[config.mk]
export PLATFORM = sky130hd
export DESIGN_NAME = vic_ctrl
export DESIGN_NICKNAME = d
export VERILOG_FILES = /design/src/rtl/vic_pkg.sv /design/src/rtl/vic_src_cell.sv /design/src/rtl/vic_prio_pick.sv /design/src/rtl/vic_svc_track.sv /design/src/rtl/vic_ctrl.sv
export SDC_FILE = /design/constraint.sdc
export NUM_CORES = 1
export LEC_CHECK = 0
export CAP_MARGIN = 20
export CORE_MARGIN = 2
export CORE_UTILIZATION = 55
export DETAILED_ROUTE_END_ITERATION = 8
export DONT_BUFFER_PORTS = 1
export GPL_TIMING_DRIVEN = 0
export HOLD_SLACK_MARGIN = 0.06
export PLACE_DENSITY_LB_ADDON = 0.05
export REMOVE_ABC_BUFFERS = 1
export SLEW_MARGIN = 20
export SYNTH_ARGS = -nofsm -noshare
export SYNTH_HDL_FRONTEND = slang
export SYNTH_SLANG_ARGS = --single-unit
[constraint.sdc]
create_clock -name clk -period 6.2 [get_ports clk]
set_clock_uncertainty 0.05 [all_clocks]
set_input_delay 1.86 -clock clk [delete_from_list [all_inputs] [get_ports clk]]
set_output_delay 1.86 -clock clk [all_outputs]
set_load 0.05 [all_outputs]
[src/rtl/vic_pkg.sv]
package vic_pkg;
  localparam int NSRC      = 12;
  localparam int ID_W      = $clog2(NSRC);
  localparam int VEC_W     = 14;
  localparam int CFG_N     = 3;
  localparam int CTL_W     = CFG_N + 1;
  localparam int NEST_BIT  = CFG_N;
  localparam int VEC_STEP  = 4;
  localparam int PWRDN_VEC = 44;

  typedef enum logic [1:0] {
    SK_LEVEL = 2'd0,
    SK_EDGE  = 2'd1,
    SK_CFG   = 2'd2
  } sense_e;

  // capture style of each source index
  function automatic sense_e sense_of(input int idx);
    case (idx)
      0, 3, 4:  return SK_LEVEL;
      2, 9, 10: return SK_CFG;
      default:  return SK_EDGE;
    endcase
  endfunction

  // control bit that selects edge capture for a configurable source
  function automatic int cfg_slot(input int idx);
    case (idx)
      9:       return 1;
      10:      return 2;
      default: return 0;
    endcase
  endfunction

  function automatic bit is_maskable(input int idx);
    return idx >= 2;
  endfunction

  // vector address of a source index
  function automatic logic [VEC_W-1:0] vec_of(input logic [ID_W-1:0] id);
    logic [VEC_W-1:0] v;
    if (id == ID_W'(0))      v = '0;
    else if (id == ID_W'(1)) v = VEC_W'(PWRDN_VEC);
    else                     v = VEC_W'(id - ID_W'(1)) * VEC_W'(VEC_STEP);
    return v;
  endfunction

  // index of the lowest set bit (highest priority), zero when none
  function automatic logic [ID_W-1:0] lowest_set(input logic [NSRC-1:0] bits);
    logic [ID_W-1:0] r;
    r = '0;
    for (int i = NSRC - 1; i >= 0; i--) begin
      if (bits[i]) r = ID_W'(i);
    end
    return r;
  endfunction
endpackage

[src/rtl/vic_src_cell.sv]
module vic_src_cell (
  input  logic clk,
  input  logic rst_n,
  input  logic src_in,
  input  logic edge_mode,
  input  logic ack_hit,
  input  logic frc_set,
  input  logic frc_clr,
  output logic pending
);
  logic samp_q;
  logic latch_q;
  logic latch_d;
  logic rise;

  assign rise = src_in & ~samp_q;

  always_comb begin
    latch_d = latch_q;
    if (ack_hit)          latch_d = 1'b0;
    if (rise || frc_set)  latch_d = 1'b1;
    if (frc_clr)          latch_d = 1'b0;
    if (!edge_mode)       latch_d = 1'b0;
  end

  always_ff @(posedge clk or negedge rst_n) begin
    if (!rst_n) begin
      samp_q  <= 1'b0;
      latch_q <= 1'b0;
    end else begin
      samp_q  <= src_in;
      latch_q <= latch_d;
    end
  end

  assign pending = edge_mode ? latch_q : samp_q;
endmodule

[src/rtl/vic_prio_pick.sv]
module vic_prio_pick #(
  parameter int N  = 12,
  parameter int IW = $clog2(N)
) (
  input  logic [N-1:0]  req,
  output logic          any,
  output logic [IW-1:0] id,
  output logic [N-1:0]  grant
);
  assign any   = |req;
  assign grant = req & (~req + N'(1));

  always_comb begin
    id = '0;
    for (int i = N - 1; i >= 0; i--) begin
      if (req[i]) id = IW'(i);
    end
  end
endmodule

[src/rtl/vic_svc_track.sv]
module vic_svc_track #(
  parameter int N  = 12,
  parameter int IW = $clog2(N)
) (
  input  logic          clk,
  input  logic          rst_n,
  input  logic          take,
  input  logic [IW-1:0] take_id,
  input  logic          ret,
  output logic          busy,
  output logic [IW-1:0] top_id,
  output logic [N-1:0]  svc_vec
);
  logic [N-1:0] svc_q;
  logic [N-1:0] svc_d;
  logic [N-1:0] top_bit;

  assign top_bit = svc_q & (~svc_q + N'(1));

  always_comb begin
    svc_d = svc_q;
    if (ret)  svc_d = svc_d & ~top_bit;
    if (take) svc_d = svc_d | (N'(1) << take_id);
  end

  always_ff @(posedge clk or negedge rst_n) begin
    if (!rst_n) svc_q <= '0;
    else        svc_q <= svc_d;
  end

  always_comb begin
    top_id = '0;
    for (int i = N - 1; i >= 0; i--) begin
      if (svc_q[i]) top_id = IW'(i);
    end
  end

  assign busy    = |svc_q;
  assign svc_vec = svc_q;
endmodule

[src/rtl/vic_ctrl.sv]
module vic_ctrl
  import vic_pkg::*;
(
  input  logic             clk,
  input  logic             rst_n,
  input  logic [NSRC-1:0]  src_in,
  input  logic             mask_wr,
  input  logic [NSRC-1:0]  mask_wdata,
  input  logic             ctl_wr,
  input  logic [CTL_W-1:0] ctl_wdata,
  input  logic             frc_wr,
  input  logic [NSRC-1:0]  frc_set,
  input  logic [NSRC-1:0]  frc_clr,
  input  logic             gie_set,
  input  logic             gie_clr,
  input  logic             irq_ack,
  input  logic             irq_ret,
  output logic             irq_req,
  output logic [ID_W-1:0]  irq_id,
  output logic [VEC_W-1:0] irq_vec
);
  localparam logic [NSRC-1:0] RST_BIT  = NSRC'(1);
  localparam logic [NSRC-1:0] NORM_SET = ~RST_BIT;

  logic [NSRC-1:0]  mask_q;
  logic             gie_q;
  logic             lock_q;
  logic [CTL_W-1:0] ctl_q;
  logic             nest_q;

  logic [NSRC-1:0]  edge_mode;
  logic [NSRC-1:0]  mask_eff;
  logic [NSRC-1:0]  pend;
  logic [NSRC-1:0]  ack_hit;
  logic [NSRC-1:0]  elig;
  logic [NSRC-1:0]  frc_set_w;
  logic [NSRC-1:0]  frc_clr_w;

  logic             cand_any;
  logic [ID_W-1:0]  cand_id;
  logic [NSRC-1:0]  cand_grant;

  logic             busy;
  logic [ID_W-1:0]  top_id;
  logic [NSRC-1:0]  svc_vec;

  logic             rst_pend;
  logic             allow;
  logic             norm_ok;
  logic             take;
  logic [NSRC-1:0]  grant;

  // software-visible control state
  always_ff @(posedge clk or negedge rst_n) begin
    if (!rst_n) begin
      mask_q <= '0;
      gie_q  <= 1'b1;
      lock_q <= 1'b0;
      ctl_q  <= '0;
    end else begin
      if (mask_wr) mask_q <= mask_wdata;
      lock_q <= mask_wr;
      if (gie_clr)      gie_q <= 1'b0;
      else if (gie_set) gie_q <= 1'b1;
      if (ctl_wr) ctl_q <= ctl_wdata;
    end
  end

  assign nest_q    = ctl_q[NEST_BIT];
  assign frc_set_w = frc_set & {NSRC{frc_wr}};
  assign frc_clr_w = frc_clr & {NSRC{frc_wr}};
  assign take      = irq_ack & irq_req;

  for (genvar i = 0; i < NSRC; i++) begin : g_src
    localparam sense_e SK = sense_of(i);
    if (SK == SK_EDGE) begin : g_edge
      assign edge_mode[i] = 1'b1;
    end else if (SK == SK_CFG) begin : g_cfg
      assign edge_mode[i] = ctl_q[cfg_slot(i)];
    end else begin : g_level
      assign edge_mode[i] = 1'b0;
    end

    assign mask_eff[i] = mask_q[i] | !is_maskable(i);
    assign ack_hit[i]  = take && (irq_id == ID_W'(i));

    vic_src_cell u_cell (
      .clk       (clk),
      .rst_n     (rst_n),
      .src_in    (src_in[i]),
      .edge_mode (edge_mode[i]),
      .ack_hit   (ack_hit[i]),
      .frc_set   (frc_set_w[i]),
      .frc_clr   (frc_clr_w[i]),
      .pending   (pend[i])
    );
  end

  assign rst_pend = pend[0];
  assign elig     = pend & mask_eff & NORM_SET;

  vic_prio_pick #(.N(NSRC), .IW(ID_W)) u_pick (
    .req   (elig),
    .any   (cand_any),
    .id    (cand_id),
    .grant (cand_grant)
  );

  vic_svc_track #(.N(NSRC), .IW(ID_W)) u_svc (
    .clk     (clk),
    .rst_n   (rst_n),
    .take    (take),
    .take_id (irq_id),
    .ret     (irq_ret),
    .busy    (busy),
    .top_id  (top_id),
    .svc_vec (svc_vec)
  );

  assign allow   = !busy || (nest_q && (cand_id < top_id));
  assign norm_ok = cand_any && gie_q && !lock_q && allow;
  assign irq_req = rst_pend || norm_ok;

  always_comb begin
    if (rst_pend) begin
      irq_id = '0;
      grant  = RST_BIT;
    end else if (norm_ok) begin
      irq_id = cand_id;
      grant  = cand_grant;
    end else begin
      irq_id = '0;
      grant  = '0;
    end
  end

  assign irq_vec = vec_of(irq_id);
endmodule

==> impl_metrics.tcl, run 1 <==
set metrics [dict create \
    synth_seq_cells 49 \
    htreeDepth 2 \
    clk_pin_slew_ps 90 \
    final_layout_size_suffix_gt1_share_pct 29.5 \
    grt_pass1_vias 2028 \
    layout.nets 356 \
    critPathMaxFanout 8 \
    slew-limit-headroom_pct 24.8 \
    clock-sinks 49 \
    pin_count 80 \
    avgSynthCellArea_um2 10.1 \
    fp.coreArea_mm2 0.00479 \
    layout_setup_ws_ps -321 \
    switching_power_w 0.000231 \
    async_reset_ff_share_pct 100 \
    setup_tns_ps -2700 \
    top_layer "met4" \
    clockRootBuffer "clkbuf_8" \
    endpoint_kind "output port" \
    worst_pin_slew_ps 1130 \
    synthesis.area_mm2 0.00277 \
    pwr_density_cell_mw_per_mm2 229 \
    sw_frac_of_total_pct 32.0 \
    num_antenna_cells 0 \
    avgRoutedWirePerCell_um 17.9 \
    start_util_pct 57.8 \
    criticalPathCategory "reg -> out" \
    die_h_um 74.9 \
    critPathLaunchType "register" \
    num_vias 2090 \
    yosys_warnings 0 \
    p_leak_nw 1.38 \
    antenna_found_initial 0 \
    num_rows 25 \
    syn_to_final_growth_pct 14.0 \
    met2_length_mm 3.00 \
    maxSlewViolCount 0 \
    post-route-min-period_ps 6520 \
    post-dp-hpwl_mm 4.45 \
    die_area_mm2 0.00562 \
    drt_iter0_drc 138 \
    cts_made_buffers 5 \
    grt_pass1_wl_mm 10.1 \
    hold_buffers 0 \
    port_buffers 0 \
    final_area_mm2 0.00315 \
    drt-vias-per-instance 5.89 \
    synthFlopType "dfrtp_1" \
    dp_slack_ps -779 \
    internal_power_w 0.000493 \
    final_core_util_pct 65.9 \
    fmax_mhz 153 \
    grt_usage_pct 24.4 \
    clock_latency_ps 300 \
    fillers 386 \
    cap_viol_max_count 0 \
    synthCells 274 \
    arrival_ps 4610 \
    final_common_cell "dfrtp_1" \
    clock_power_share_pct 25.7 \
    hold_violations 0 \
    p_seq_share_pct 49.6 \
    synth_edf_count 0 \
    crit_required_ps 4290 \
    ir_worst_vdd_mv 0.143 \
    met1Wirelength_mm 2.85 \
    holdCritPathClass "reg -> reg" \
    gr-total-overflow 0 \
    cts_buffer_depth 2 \
    violations "setup timing" \
    rrSetupSlack_ps 2100 \
    drc_errors 0 \
    ant_nets 0 \
    placed_area_mm2 0.00277 \
    pwr-share-comb_pct 24.8 \
    grt_max_degree 50 \
    mostFrequentLayoutCells "dfrtp_1 (48), nand2_1 (33), inv_1 (19)" \
    firstDrtPassIters 4 \
    ys_seq_area_share_pct 44.3 \
    cts_tree "built" \
    fin_crit_sh_pct 105 \
    status "finished, violations left" \
    synth_cell_types 65 \
    met3_length_um 347 \
    rsz0062_at_grt "yes" \
    wl_mm 6.34 \
    die_w_um 74.9 \
    place.gp.congestion 0.838 \
    setup_violations 10 \
]
sequential cells by signal (all words and copies together) (netlist names):
name                  count
ctl_q                     4
g_src.u_cell.latch_q      9
g_src.u_cell.samp_q      12
gie_q                     1
lock_q                    1
mask_q                   10
u_svc.svc_vec            12
power groups by stage:
stage,combinational [W],sequential (W),clock (W)
after floorplan,0.000122,0.000359,0
after global placement,0.000140,0.000364,0
after detailed placement,0.000144,0.000364,0
after CTS,0.000168,0.000359,0.000192
after global routing,0.000193,0.000361,0.000205
final,0.000179,0.000359,0.000186
Yosys cell counts, drive strengths merged, types with 4 or more instances:
library cell | n | area, µm²
buf | 13 | 109
o21ai | 24 | 131
o21a | 5 | 37.5
nor3 | 9 | 55.1
a21oi | 10 | 57.6
nand2 | 35 | 141
nand4 | 4 | 37.5
mux2 | 14 | 161
dfrtp | 48 | 1200
nor2 | 16 | 60.1
a22oi | 5 | 37.5
inv | 21 | 78.8
ha | 8 | 100
repair_timing:
item / in CTS / in global routing
gates resized for setup: 25 / 11
setup endpoints to repair: 12 / 12
buffers inserted: 13 / 6
pin swaps: 14 / 4
path summary, 6_finish.rpt:
| path | end | cells after the start | startpoint |
|---|---|---|---|
| hold reg to reg | gie_q | 2 | gie_q |
| min in group asynchronous | ctl_q[0] | 0 | rst_n |
| hold / removal | gie_q | 2 | gie_q |
| setup / recovery | irq_vec[7] | 15 | g_src[5].u_cell.latch_q |
| max in group asynchronous | gie_q | 0 | rst_n |
| setup reg to reg | g_src[2].u_cell.latch_q | 15 | g_src[5].u_cell.latch_q |
logic make-up (layout without fill, tap and decap cells):
family | after synthesis | in the layout | synth area share [%]
mux | 15 | 15 | 6.19
simple gates | 84 | 84 | 16.5
other cells | 1 | 2 | 0.135
buf+inv | 37 | 50 | 7.19
fa+ha+maj | 8 | 8 | 3.62
compound gates | 80 | 80 | 22.1
flops | 49 | 49 | 44.3
final cells by class:
cell class / count / area, µm² / area share [%]
Timing Repair Buffer: 21 / 169 / 5.36
Clock buffer: 7 / 76.3 / 2.42
Sequential cell: 49 / 1230 / 38.9
Tap cell: 67 / 83.8 / 2.66
Inverter: 21 / 83.8 / 2.66
Clock inverter: 1 / 7.51 / 0.238
Multi-Input combinational cell: 189 / 1510 / 47.8
worst max-delay path: stages, from the launching register on:
cell	delay, ps
dfrtp_1	430
a22oi_2	310
nand3_2	150
a2111oi_4	440
ha_1	320
a211o_1	310
a21oi_2	150
and3b_4	230
o21ai_4	90
nor3_4	250
buf_6	200
buf_6	140
inv_6	40
ha_4	160
nor2_4	100
and3_4	960
metrics by stage:
step,instances,hold WS (ps),power [W]
4_1_cts,349,476,0.000719
3_5_place_dp,328,455,0.000508
6_report,355,464,0.000724
3_3_place_gp,326,445,0.000504
5_1_grt,355,492,0.000759
2_1_floorplan,259,428,0.000481
layer usage:
layer  track usage, %  vias up
li1                 -      998
met1             33.8     1032
met2             37.1       51
met3             6.16        9
met4             9.33        0
met5                0        -
No activity file was read; power rests on OpenSTA's default activity.
==> run 2: changes to the inputs <==
--- a/config.mk
+++ b/config.mk
@@ -17,4 +17,5 @@
 export SLEW_MARGIN = 20
 export SYNTH_ARGS = -nofsm -noshare
 export SYNTH_HDL_FRONTEND = slang
+export SYNTH_HIERARCHICAL = 1
 export SYNTH_SLANG_ARGS = --single-unit
==> run 2 against run 1 <==
  * Cell area is 15% higher
  * Area after synthesis is 19% higher
  * Total power is 3.8% higher
  * Critical path depth is 3 lower
  * Largest power group unchanged
  * Sequential power is 4% higher
  * Combinational power hardly changed
  * Non-clock buffer count is 11 lower
  * Worst hold slack worse by 11 ps
  * The run now ends clean
  * First-iteration DRC count is 25% higher
  * Largest cell class unchanged
==> impl_metrics.tcl, run 2 <==
set metrics [dict create \
    slowest_stage "a21oi_4" \
    die_area_mm2 0.00662 \
    port_buffers 0 \
    pwr-share-comb_pct 24.2 \
    htreeDepth 2 \
    regArea_mm2 0.00130 \
    status "completed" \
    final_area_mm2 0.00364 \
    r2r_start "ctl_q[0]" \
    critPathLaunchType "register" \
    slowest_delay_ps 660 \
    setup_violations 0 \
    grt_max_degree 53 \
    cap_viol_max_count 0 \
    p_seq_share_pct 49.5 \
    criticalPathCategory "reg -> out" \
    final_common_cell "dfrtp_1" \
    grt_pass1_wl_mm 11.1 \
    gr-total-overflow 0 \
    arrival_ps 4080 \
    ir_worst_vdd_mv 0.133 \
    clockRootBuffer "clkbuf_8" \
    fmax_mhz 167 \
    cts_made_buffers 5 \
    critPathMaxFanout 8 \
    num_vias 2397 \
    crit_required_ps 4290 \
    switching_power_w 0.000225 \
    avgRoutedWirePerCell_um 15.6 \
    drt_iter0_drc 173 \
    synthCells 341 \
    ant_nets 0 \
    dp_slack_ps -307 \
    final_layout_size_suffix_gt1_share_pct 18.7 \
    die_h_um 81.4 \
    sw_frac_of_total_pct 29.9 \
    maxSlewViolCount 0 \
    post-route-min-period_ps 5990 \
    fillers 485 \
    drt-vias-per-instance 5.46 \
    mostFrequentLayoutCells "dfrtp_1 (51), and2_1 (37), inv_1 (29)" \
    num_rows 28 \
    drc_errors 0 \
    layout_setup_ws_ps 212 \
    yosys_warnings 6 \
    antenna_found_initial 0 \
    pin_count 80 \
    pwr_density_cell_mw_per_mm2 207 \
    worst_pin_slew_ps 1110 \
    num_antenna_cells 0 \
    grt_usage_pct 22.1 \
    holdCritPathClass "reg -> reg" \
    grt_pass1_vias 2329 \
    slew-limit-headroom_pct 25.7 \
    reg2regPathDepth 14 \
    avgSynthCellArea_um2 9.66 \
    placed_area_mm2 0.00341 \
    start_util_pct 56.3 \
    min_from "mask_q[4]" \
    cts_buffer_depth 2 \
    layout.nets 429 \
    rsz0062_at_grt "no" \
    crit_chain "mux2_2 -> and2_4 -> o31ai_2 -> a31oi_4 -> ha_1 -> or3b_4 -> a211oi_4 -> o21a_4 -> nand2_1 -> ha_4 -> a21oi_4 -> buf_12" \
    place.gp.congestion 0.869 \
    p_leak_nw 1.63 \
    synthesis.area_mm2 0.00329 \
    whs_path_depth 1 \
    hold_violations 0 \
    wl_mm 6.84 \
    cp-startpoint "ctl_q[0]" \
    cts_tree "built" \
    clock_power_share_pct 26.3 \
    post-dp-hpwl_mm 5.09 \
    clock-sinks 52 \
    die_w_um 81.4 \
    clk_pin_slew_ps 80 \
    setup_tns_ps 0 \
    fp.coreArea_mm2 0.00585 \
    fin_crit_sh_pct 96.6 \
    clock_latency_ps 310 \
    endpoint_kind "output port" \
    syn_to_final_growth_pct 10.5 \
    multi_input_area_mm2 0.00194 \
    firstDrtPassIters 4 \
    internal_power_w 0.000527 \
]
-- run 2: cell count changes in the layout (fill, tap and decap cells not counted), moves of 12 or more --
cell	previous run	this run
nor2b_1	1	28
nand2_1	33	14
and2_1	1	37
mux2_2	13	26
conb_1	2	24
o311a_1	0	12
-- run 2: area by class of cell --
| class | count | area share (%) |
|---|---|---|
| clock buffers | 8 | 2.48 |
| inverters | 29 | 2.99 |
| multi-input cells | 265 | 53.4 |
| flip-flops and latches | 52 | 35.8 |
| well taps | 75 | 2.58 |
| repair buffers | 10 | 2.75 |
-- run 2: stage by stage --
step	total power, W	hold WS, ps	instances	utilization [%]
final	0.000752	453	439	62.2
after global routing	0.000794	470	439	62.2
after CTS	0.000750	459	433	61.1
after detailed placement	0.000540	438	423	58.3
after global placement	0.000532	431	421	57.4
after floorplan	0.000509	422	346	-
-- run 2: power groups by stage --
stage | logic, W | clock network, W | registers [W]
2_1_floorplan | 0.000134 | 0 | 0.000375
3_3_place_gp | 0.000154 | 0 | 0.000378
3_5_place_dp | 0.000161 | 0 | 0.000379
4_1_cts | 0.000172 | 0.000206 | 0.000372
5_1_grt | 0.000199 | 0.000219 | 0.000376
6_report | 0.000182 | 0.000198 | 0.000372
-- run 2: timing repair --
| action | CTS | global route |
|---|---|---|
| setup endpoints to repair | 12 | 9 |
| resized for setup | 11 | 6 |
| setup buffers | 2 | 6 |
| pin swaps | 1 | 3 |
| hold buffers | 0 | 0 |
-- run 2: critical path, delay by kind of cell (launching register included) --
kind	cells	cell delay [ps]
buf+inv	1	300
flops	1	390
simple gates	3	670
mux	1	350
fa+ha+maj	2	460
compound gates	5	1580
-- run 2: per-layer routing --
layer  vias to the layer above  track usage (%)  wire length, µm
met1                      1130             28.8             3150
li1                       1209                -                -
met3                         6             5.22              357
met4                         0             4.58               57
met2                        52             37.4             3270
met5                         -                0                0
-- run 2: worst paths after layout --
kind,endpoint,slack [ps]
setup / recovery,irq_vec[8],210
hold / removal,mask_q[4],450
setup reg to reg,g_src[11].u_cell/latch_q,1820
hold reg to reg,mask_q[4],450
max in group asynchronous,gie_q,4730
min in group asynchronous,u_svc/svc_vec[4],1190
